<file path="src/rtl/bus_term_pkg.sv">
package bus_term_pkg;

  typedef enum logic [6:0] {
    ST_IDLE   = 7'b0000001,
    ST_ADDR   = 7'b0000010,
    ST_WAIT   = 7'b0000100,
    ST_END    = 7'b0001000,
    ST_HALTED = 7'b0010000,
    ST_RETRY  = 7'b0100000,
    ST_BERR   = 7'b1000000
  } busState_t;

  typedef struct packed {
    logic load;     // capture a new external request
    logic capRd;    // capture read data on normal end
    logic strobe;   // address strobe phase
    logic dataDrv;  // write data phase
  } busStrobe_t;

endpackage

</file>
<file path="src/rtl/bus_term_sync.sv">
module bus_term_sync #(
  parameter int W = 1
) (
  input  logic         clk,
  input  logic         rstN,
  input  logic [W-1:0] din,
  output logic [W-1:0] dout
);
  logic [W-1:0] stage1;

  always_ff @(posedge clk or negedge rstN) begin
    if (!rstN) begin
      stage1 <= '0;
      dout   <= '0;
    end else begin
      stage1 <= din;
      dout   <= stage1;
    end
  end
endmodule

</file>
<file path="src/rtl/bus_term_ctrl.sv">
module bus_term_ctrl
  import bus_term_pkg::*;
#(
  parameter int MONW    = 7,
  parameter int MON_MIN = 8,
  parameter int MON_MAX = 64
) (
  input  logic            clk,
  input  logic            rstN,
  input  logic            reqValid,
  input  logic            reqInternal,
  input  logic            reqIack,
  input  logic            reqWrite,
  input  logic [MONW-1:0] monLimit,
  input  logic [1:0]      dsackS,
  input  logic            avecS,
  input  logic            berrS,
  input  logic            haltS,
  input  logic            extMaster,
  output logic            reqReady,
  output busStrobe_t      strb,
  output logic            cycleDone,
  output logic            cycleBerr,
  output logic            intInhibit,
  output busState_t       stateOut
);
  localparam logic [MONW-1:0] LIM_LO  = MONW'(MON_MIN);
  localparam logic [MONW-1:0] LIM_HI  = MONW'(MON_MAX);
  localparam logic [MONW-1:0] CNT_TOP = {MONW{1'b1}};

  busState_t       state, nextState;
  logic            retryPend, intAck, iackQ, writeQ;
  logic [MONW-1:0] monCnt, limC;
  logic            accept, inCycle, monExpire, berrHit, normHit;

  always_comb begin
    if (monLimit < LIM_LO)      limC = LIM_LO;
    else if (monLimit > LIM_HI) limC = LIM_HI;
    else                        limC = monLimit;
  end

  assign inCycle   = (state == ST_ADDR) || (state == ST_WAIT);
  assign monExpire = !extMaster && (monCnt >= limC - 1'b1);
  assign berrHit   = berrS || monExpire;
  assign normHit   = (|dsackS) || (avecS && iackQ && !extMaster);

  always_comb begin
    reqReady = ((state == ST_IDLE) && (reqInternal || (!haltS && !extMaster)))
            || ((state == ST_HALTED) && reqInternal);
  end
  assign accept = reqValid && reqReady;

  always_comb begin
    nextState = state;
    case (state)
      ST_IDLE: begin
        if (haltS)                          nextState = ST_HALTED;
        else if (accept && !reqInternal)    nextState = ST_ADDR;
      end
      ST_ADDR:   nextState = ST_WAIT;
      ST_WAIT: begin
        if (berrHit)      nextState = haltS ? ST_HALTED : ST_BERR;
        else if (normHit) nextState = ST_END;
      end
      ST_END:    nextState = haltS ? ST_HALTED : ST_IDLE;
      ST_BERR:   nextState = ST_IDLE;
      ST_HALTED: if (!haltS) nextState = retryPend ? ST_RETRY : ST_IDLE;
      ST_RETRY:  if (!extMaster) nextState = ST_ADDR;
      default:   nextState = ST_IDLE;
    endcase
  end

  always_ff @(posedge clk or negedge rstN) begin
    if (!rstN) begin
      state     <= ST_IDLE;
      retryPend <= 1'b0;
      intAck    <= 1'b0;
      iackQ     <= 1'b0;
      writeQ    <= 1'b0;
      monCnt    <= '0;
    end else begin
      state  <= nextState;
      intAck <= accept && reqInternal;
      if (accept && !reqInternal) begin
        iackQ  <= reqIack;
        writeQ <= reqWrite;
      end
      if (state == ST_WAIT && berrHit && haltS)
        retryPend <= 1'b1;
      else if (state == ST_HALTED && !haltS)
        retryPend <= 1'b0;
      if (!inCycle)
        monCnt <= '0;
      else if (!extMaster && monCnt != CNT_TOP)
        monCnt <= monCnt + 1'b1;
    end
  end

  always_comb begin
    strb.load    = accept && !reqInternal;
    strb.capRd   = (state == ST_WAIT) && !berrHit && normHit;
    strb.strobe  = inCycle;
    strb.dataDrv = inCycle && writeQ;
  end

  assign cycleDone  = (state == ST_END) || intAck;
  assign cycleBerr  = (state == ST_BERR);
  assign intInhibit = (state == ST_HALTED);
  assign stateOut   = state;
endmodule

</file>
<file path="src/rtl/bus_term_dp.sv">
module bus_term_dp
  import bus_term_pkg::*;
#(
  parameter int AW = 24,
  parameter int DW = 16
) (
  input  logic          clk,
  input  logic          rstN,
  input  busStrobe_t    strb,
  input  logic [AW-1:0] reqAddr,
  input  logic [2:0]    reqFc,
  input  logic [1:0]    reqSize,
  input  logic          reqWrite,
  input  logic [DW-1:0] reqData,
  input  logic [DW-1:0] dataIn,
  input  logic          extMaster,
  output logic [AW-1:0] busAddr,
  output logic [2:0]    busFc,
  output logic [1:0]    busSize,
  output logic          busRw,
  output logic          busDrive,
  output logic          addrStrobe,
  output logic          dataOe,
  output logic [DW-1:0] dataOut,
  output logic [DW-1:0] rdData
);
  always_ff @(posedge clk or negedge rstN) begin
    if (!rstN) begin
      busAddr <= '0;
      busFc   <= '0;
      busSize <= '0;
      busRw   <= 1'b1;
      dataOut <= '0;
      rdData  <= '0;
    end else begin
      if (strb.load) begin
        busAddr <= reqAddr;
        busFc   <= reqFc;
        busSize <= reqSize;
        busRw   <= !reqWrite;
        dataOut <= reqData;
      end
      if (strb.capRd && busRw)
        rdData <= dataIn;
    end
  end

  assign busDrive   = !extMaster;
  assign addrStrobe = strb.strobe && !extMaster;
  assign dataOe     = strb.dataDrv && !extMaster;
endmodule

</file>
<file path="src/rtl/bus_term_ctl.sv">
module bus_term_ctl
  import bus_term_pkg::*;
#(
  parameter int AW      = 24,
  parameter int DW      = 16,
  parameter int MONW    = 7,
  parameter int MON_MIN = 8,
  parameter int MON_MAX = 64
) (
  input  logic            clk,
  input  logic            rstN,
  input  logic            reqValid,
  output logic            reqReady,
  input  logic            reqInternal,
  input  logic            reqIack,
  input  logic            reqWrite,
  input  logic [AW-1:0]   reqAddr,
  input  logic [2:0]      reqFc,
  input  logic [1:0]      reqSize,
  input  logic [DW-1:0]   reqData,
  input  logic [MONW-1:0] monLimit,
  input  logic [1:0]      dsackIn,
  input  logic            avecIn,
  input  logic            berrIn,
  input  logic            haltIn,
  input  logic            extMaster,
  input  logic [DW-1:0]   dataIn,
  output logic [AW-1:0]   busAddr,
  output logic [2:0]      busFc,
  output logic [1:0]      busSize,
  output logic            busRw,
  output logic            busDrive,
  output logic            addrStrobe,
  output logic            dataOe,
  output logic [DW-1:0]   dataOut,
  output logic [DW-1:0]   rdData,
  output logic            cycleDone,
  output logic            cycleBerr,
  output logic            intInhibit
);
  localparam int SYNC_W = 5;

  logic [SYNC_W-1:0] pinRaw, pinSync;
  busStrobe_t        strb;
  busState_t         ctlState;

  assign pinRaw = {dsackIn, avecIn, berrIn, haltIn};

  bus_term_sync #(.W(SYNC_W)) uSync (
    .clk(clk), .rstN(rstN), .din(pinRaw), .dout(pinSync)
  );

  bus_term_ctrl #(.MONW(MONW), .MON_MIN(MON_MIN), .MON_MAX(MON_MAX)) uCtrl (
    .clk(clk), .rstN(rstN),
    .reqValid(reqValid), .reqInternal(reqInternal), .reqIack(reqIack),
    .reqWrite(reqWrite), .monLimit(monLimit),
    .dsackS(pinSync[4:3]), .avecS(pinSync[2]), .berrS(pinSync[1]),
    .haltS(pinSync[0]), .extMaster(extMaster),
    .reqReady(reqReady), .strb(strb), .cycleDone(cycleDone),
    .cycleBerr(cycleBerr), .intInhibit(intInhibit), .stateOut(ctlState)
  );

  bus_term_dp #(.AW(AW), .DW(DW)) uDp (
    .clk(clk), .rstN(rstN), .strb(strb),
    .reqAddr(reqAddr), .reqFc(reqFc), .reqSize(reqSize),
    .reqWrite(reqWrite), .reqData(reqData), .dataIn(dataIn),
    .extMaster(extMaster),
    .busAddr(busAddr), .busFc(busFc), .busSize(busSize), .busRw(busRw),
    .busDrive(busDrive), .addrStrobe(addrStrobe), .dataOe(dataOe),
    .dataOut(dataOut), .rdData(rdData)
  );
endmodule

</file>
<file path="config.mk">
export PLATFORM = sky130hd
export DESIGN_NAME = bus_term_ctl
export DESIGN_NICKNAME = d
export VERILOG_FILES = /design/src/rtl/bus_term_pkg.sv /design/src/rtl/bus_term_sync.sv /design/src/rtl/bus_term_ctrl.sv /design/src/rtl/bus_term_dp.sv /design/src/rtl/bus_term_ctl.sv
export SDC_FILE = /design/constraint.sdc
export NUM_CORES = 1
export LEC_CHECK = 0
export BUFFER_PORTS_ARGS = -buffer_cell sky130_fd_sc_hd__buf_2
export CAP_MARGIN = 20
export CORE_MARGIN = 5
export CORE_UTILIZATION = 46
export CTS_BUF_LIST = sky130_fd_sc_hd__clkbuf_8
export CTS_CLUSTER_SIZE = 20
export DETAILED_ROUTE_END_ITERATION = 7
export PLACE_DENSITY = 0.88
export SLEW_MARGIN = 10
export SYNTH_ARGS = -nofsm -noshare
export SYNTH_HDL_FRONTEND = slang
export SYNTH_SLANG_ARGS = --single-unit
</file>
<file path="constraint.sdc">
create_clock -name clk -period 2.3 [get_ports clk]
set_input_delay 0.69 -clock clk [delete_from_list [all_inputs] [get_ports clk]]
set_output_delay 0.69 -clock clk [all_outputs]
set_load 0.01 [all_outputs]
</file>
After elaboration in Yosys (flattened, before gate mapping)
Index checks and enable logic that the tools add are counted.
- bits in registers: 90
- output and inout bits: 69
- $add $sub $neg: 2
- order comparisons: 3
- eq/ne operators: 13
- mux-type cells: 16
- reduce and logical (&&, ||, !) cells: 33
- operators by type and width (cell ; count):
    $mux W7 ; 11
    $pmux W7 S6 ; 1
    $logic_and A1 B1 Y1 ; 19
    $add A7 B1 Y7 const B ; 1
    $eq A7 B1 Y1 const B ; 1
    $eq A7 B2 Y1 const B ; 1
    $eq A7 B3 Y1 const B ; 1
    $eq A7 B4 Y1 const B ; 1
    $eq A7 B5 Y1 const B ; 1
    $eq A7 B6 Y1 const B ; 1
    $eq A7 B7 Y1 const B ; 1
    $ge A7 B7 Y1 ; 1
    $gt A7 B7 Y1 const B ; 1
    $lt A7 B4 Y1 const B ; 1
    $ne A7 B7 Y1 const B ; 1
    $sub A7 B1 Y7 const B ; 1
    $logic_or A1 B1 Y1 ; 6
    $mux W6 ; 1
    $ne A2 B2 Y1 const B ; 3
    $logic_not A1 Y1 ; 5
    $mux W5 ; 1
    $reduce_and A4 Y1 ; 1
    $ne A3 B1 Y1 const B ; 1
    $ne A3 B3 Y1 const B ; 1
    3 further kinds ; 4

Longest topological paths before layout
- depth in word-level cells: 11
- gate-level depth with buffers: 14
- gate-level depth less buffers: 12

Hierarchy
A second synthesis with hierarchy kept.
- cell total of the unflattened synthesis: 290
- area, all modules: 3961.3 sq um
- modules (own cells, without submodules) (module ; instances ; cells each ; area an instance (sq um) ; sequential area each (sq um)):
    bus_term_dp ; 1 ; 135 ; 2394.8 ; 1552.7
    bus_term_ctrl ; 1 ; 145 ; 1316.3 ; 451.7
    bus_term_sync ; 1 ; 10 ; 250.2 ; 250.2

Worst setup path after synthesis
No wires, ideal clock.
- path kind: input-to-reg
- start point: input monLimit[5]
- end point: register uDp.rdData[10]
- arrival time: 2897 ps
- path slack: -722 ps
- stages on the path: 14
- cell sequence: nor3_1 nor2_1 nand2_1 ha_1 a21oi_1 a21oi_1 ha_1 a211o_1 o211ai_1 o311ai_4 and4b_1 buf_6 buf_12 mux2_4
- longest elaborated chain between the ends: 11
- ends and longest elaborated chain (element ; line ; text):
    start: declaration ; bus_term_ctl.sv:21 ; input logic [MONW-1:0] monLimit,
    $gt A7 B7 Y1 ; bus_term_ctrl.sv:38 ; else if (monLimit > LIM_HI) limC = LIM_HI;
    $mux W7 ; bus_term_ctrl.sv:38 ;
    $mux W7 * ; bus_term_ctrl.sv:37 ; if (monLimit < LIM_LO) limC = LIM_LO;
    $sub A7 B1 Y7 * ; bus_term_ctrl.sv:43 ; assign monExpire = !extMaster && (monCnt >= limC - 1'b1);
    $ge A7 B7 Y1 * ; bus_term_ctrl.sv:43 ;
    $logic_and A1 B1 Y1 * ; bus_term_ctrl.sv:43 ;
    $logic_or A1 B1 Y1 * ; bus_term_ctrl.sv:44 ; assign berrHit = berrS || monExpire;
    $logic_not A1 Y1 * ; bus_term_ctrl.sv:101 ; strb.capRd = (state == ST_WAIT) && !berrHit && normHit;
    $logic_and A1 B1 Y1 * (2 in a row) ; bus_term_ctrl.sv:101 ;
    $logic_and A1 B1 Y1 * ; bus_term_dp.sv:43 ; if (strb.capRd && busRw)
    end signal: assignment ; bus_term_dp.sv:44 ; rdData <= dataIn;
    end: declaration ; bus_term_dp.sv:25 ; output logic [DW-1:0] rdData
Every way passes the cells marked *; elsewhere a longest branch is shown, timed or not.
A chain may end at the register's enable or synchronous reset.

Worst setup path in the final report
- start point: input monLimit[4]
- end point: register uDp.rdData[8]
Same word-level chain as after synthesis.

==> run_results.csv <==
group,metric,value,unit
clocking,htree_num_levels,3,
grt,grt_pass1_wl,15900,um
setup_path,critical_path.max_fanout,8,
clocking,cts.sinks,90,
timing,tightest_slew,553,ps
yosys,netlist_instances,290,
floorplan,pin_count,149,
clocking,cts_buffers,9,
yosys,async_reset_ff_frac,1.00,
grt,antenna_found_initial,1,
setup_path,cp-end-kind,"register",
setup_path,cpMaxStageDelayCell,"and4b_2",
placed_design,port_buffers,148,
run_status,violations,"negative setup slack",
yosys,ys_ff_latch,90,
detailed_routing,avgViaCountPerCell,5.13,
yosys,synthTopCellsByArea,"dfrtp_1 56%, mux2_2 14%, mux2_4 3.8%, ha_1 2.9%, nor2_1 2.5%",
finish,nets,563,
yosys,yosys.area.top_type,"dfrtp_1",
setup_path,rr_startpoint,"uCtrl.monCnt[0]",
pwr,power.switching,1.80,mW
clocking,cts_root_buf,"clkbuf_8",
finish,final_area,0.00547,mm2
setup_path,worstSetupStartpoint,"monLimit[4]",
setup_path,required,2540,ps
job,drv_cap,0,
grt,grt_max_degree,50,
finish,multiInputGateArea,0.00178,mm2
pwr,internal_power,3.59,mW
placed_design,gp_congestion,0.808,
run_status,status,"finished, violations left",
detailed_routing,drt-pass1-iter-count,4,
yosys,seq_area_frac_synth,0.573,
timing,slew_violations,0,
hold_path,hold_path_class,"input pin to asynchronous set/reset pin",
finish,n_antenna_cell,0,
placed_design,preCtsSetupSlack,-988,ps
setup_path,r2r_end,"uDp.rdData[8]",
pwr,ir_drop,0.565,mV
yosys,synth_top_flop_cell,"dfrtp_1",
floorplan,start_util,0.476,
yosys,synth_xor_area_frac,0.0178,
detailed_routing,wire_per_inst,17.0,um
yosys,synth_area,0.00393,mm2
placed_design,hpwl,7080,um
finish,drive_above_1_share,0.640,
setup_path,reg2reg_depth,8,
yosys,synth_compound_area_frac,0.0582,
placed_design,placed_area,0.00500,mm2
clocking,clk_latency,350,ps
timing,clock_skew,10.3,ps
setup_path,cp_num_buf_inv,2,
setup_path,worstPathArrival,3060,ps
finish,seq_area,0.00226,mm2
yosys,syn_avg_cell_area,13.6,um2
timing,layout_setup_ws,-515,ps
timing,period_needed,2820,ps
timing,post-route-period-util,1.22,
finish,area_growth,39.1,%
detailed_routing,detailroute.via_count,2990,
clocking,clk_path_buf_depth,2,
floorplan,fp.coreArea,0.00826,mm2
pwr,pwr-share-seq,0.442,
yosys,syn-num-nets,379,
clocking,clk_pin_slew_worst_paths,90,ps
floorplan,die_h,102,um
detailed_routing,first_iter_violations,75,
floorplan,die_width,102,um
pwr,pwr-share-comb,0.376,
floorplan,row_count,33,
setup_path,critical_path.startpoint_type,"input pin",
setup_path,worstSetupPathType,"input pin to register",
timing,timing.fmax,355,MHz
timing,holdWs,326,ps
pwr,power_per_cell_area,985,mW/mm2
grt,grt_overflow_total,0,
floorplan,dieArea,0.0105,mm2
yosys,synth_top_area_share,0.560,
pwr,finalPower,5.39,mW
finish,final_cell_mix,"143 x buf_2, 86 x dfrtp_1, 44 x mux2_2",
yosys,synthAdderAreaFrac,0.0286,
grt,grt_usage,0.195,
yosys,synthMuxAreaShare,0.192,
finish,layout.cells.most_common,"buf_2",
setup_path,critPathTopFamily,"simple AND/OR/NAND/NOR gates",
detailed_routing,drc,0,
yosys,synth_top_family_by_area,"multiplexers",
setup_path,r2r_slack,-20,ps
timing,max_slew_margin,0.626,
pwr,clock_power_share,0.182,
timing,rsz0062_at_grt,"yes",
yosys,synthSimpleGateAreaFrac,0.105,
pwr,switching_share,0.333,
setup_path,crit_chain,"buf_8, nor3_4, nor2_4, nand2_2, ha_4, xor2_2, ha_4, o21a_2, nor2_4, o311ai_4, and4b_2, clkbuf_16, mux2_4",
detailed_routing,drtAntennaViolNets,0,
clocking,cts_tree,"done",
timing,finalSetupViolations,21,
pwr,p_leak,2.78,nW
grt,grt_pass1_vias,3320,
setup_path,critPathMaxStageDelay,390,ps
timing,hold_violations,0,
clocking,hold_buffers,0,
yosys,yosysWarnings,0,
detailed_routing,routed_wl,9940,um
yosys,synth_edf_count,0,
finish,fillers,602,
yosys,ys_types,52,
[cells in the mapped netlist (2+ instances only)]
master    number
nand3b_1       2
nand3_1        2
a41oi_1        2
xor2_1         6
o211ai_1       2
nor3_1         6
nor2_1        26
mux2_4        10
nor2b_1        2
a21boi_0       2
nand2b_1       3
mux2_1         3
mux2_2        50
a21oi_1        8
nand2_1       15
and3_1         2
nand4_1        3
xnor2_1        2
dfrtp_1       88
ha_1           9
buf_1          4
o21ai_0        2
nor3b_1        4
dfstp_2        2
buf_2          4
inv_1          5
[registers in the layout (all words and copies together), names as in the netlist]
register	flops
uDp.busAddr	24
uDp.dataOut	16
uDp.rdData	16
uCtrl.monCnt	7
uCtrl.stateOut	7
uSync.dout	5
uSync.stage1	5
uDp.busFc	3
uDp.busSize	2
uCtrl.iackQ	1
uCtrl.intAck	1
uCtrl.retryPend	1
uCtrl.writeQ	1
uDp.busRw	1
[worst max path at each step]
stage | end | cells past startpoint
5_1_grt | uDp.rdData[8] | 13
6_report | uDp.rdData[8] | 13
4_1_cts | uDp.rdData[5] | 13
3_5_place_dp | uDp.rdData[5] | 13
2_1_floorplan | uDp.rdData[10] | 13
3_3_place_gp | uDp.rdData[3] | 12
[power groups by stage]
stage          sequential, mW  clock, mW  combinational [mW]
2_1_floorplan            2.60          0               0.807
4_1_cts                  2.38       1.01                1.95
3_5_place_dp             2.42          0                1.84
6_report                 2.38      0.981                2.03
3_3_place_gp             2.38          0                1.77
5_1_grt                  2.45       1.08                2.20
[metrics by stage]
step | util | TNS [ps] | std cells
global placement | 0.605 | -15000 | 557
detailed placement | 0.605 | -17380 | 557
floorplan | - | -10710 | 290
global route | 0.662 | -10310 | 583
CTS | 0.648 | -8210 | 578
finish | 0.662 | -8690 | 583
[cell type report]
type,count,area share
Sequential cell,90,0.413
Multi-Input combinational cell,183,0.325
Timing Repair Buffer,184,0.201
Clock buffer,10,0.0252
Tap cell,105,0.0240
Clock inverter,5,0.00732
Inverter,6,0.00503
[routing by layer]
| layer | share of wire | vias to the layer above | global-route usage |
|---|---|---|---|
| met1 | 0.38 | 1462 | 0.229 |
| met4 | 0.029 | 2 | 0.0949 |
| met2 | 0.53 | 103 | 0.330 |
| li1 | - | 1394 | - |
| met5 | 0.0020 | - | 0 |
| met3 | 0.059 | 29 | 0.0512 |
[worst reg2reg max path: cells and delay by family, from the launching register on]
kind	cells	cell delay (ps)
compound gates	2	470
flops	1	390
simple gates	2	540
buf+inv	2	250
fa+ha+maj	1	290
mux	1	300
[repair_timing]
action / CTS / global route
setup endpoints to repair: 21 / 26
cloned: 1 / 0
hold endpoints to repair: 0 / 0
pin swaps: 9 / 14
gates resized for setup: 29 / 21
buffers inserted: 5 / 5
[kinds of logic (layout without fill, tap and decap cells)]
kind of cell / Yosys count / count (layout)
adder cells (fa/ha/maj): 9 / 9
AO/OA/AOI/OAI: 27 / 27
multiplexers: 64 / 64
XOR/XNOR: 8 / 8
buffers and inverters: 17 / 205
flip-flops: 90 / 90
AND/OR/NAND/NOR: 75 / 75
(Power assumes the default switching activity.)
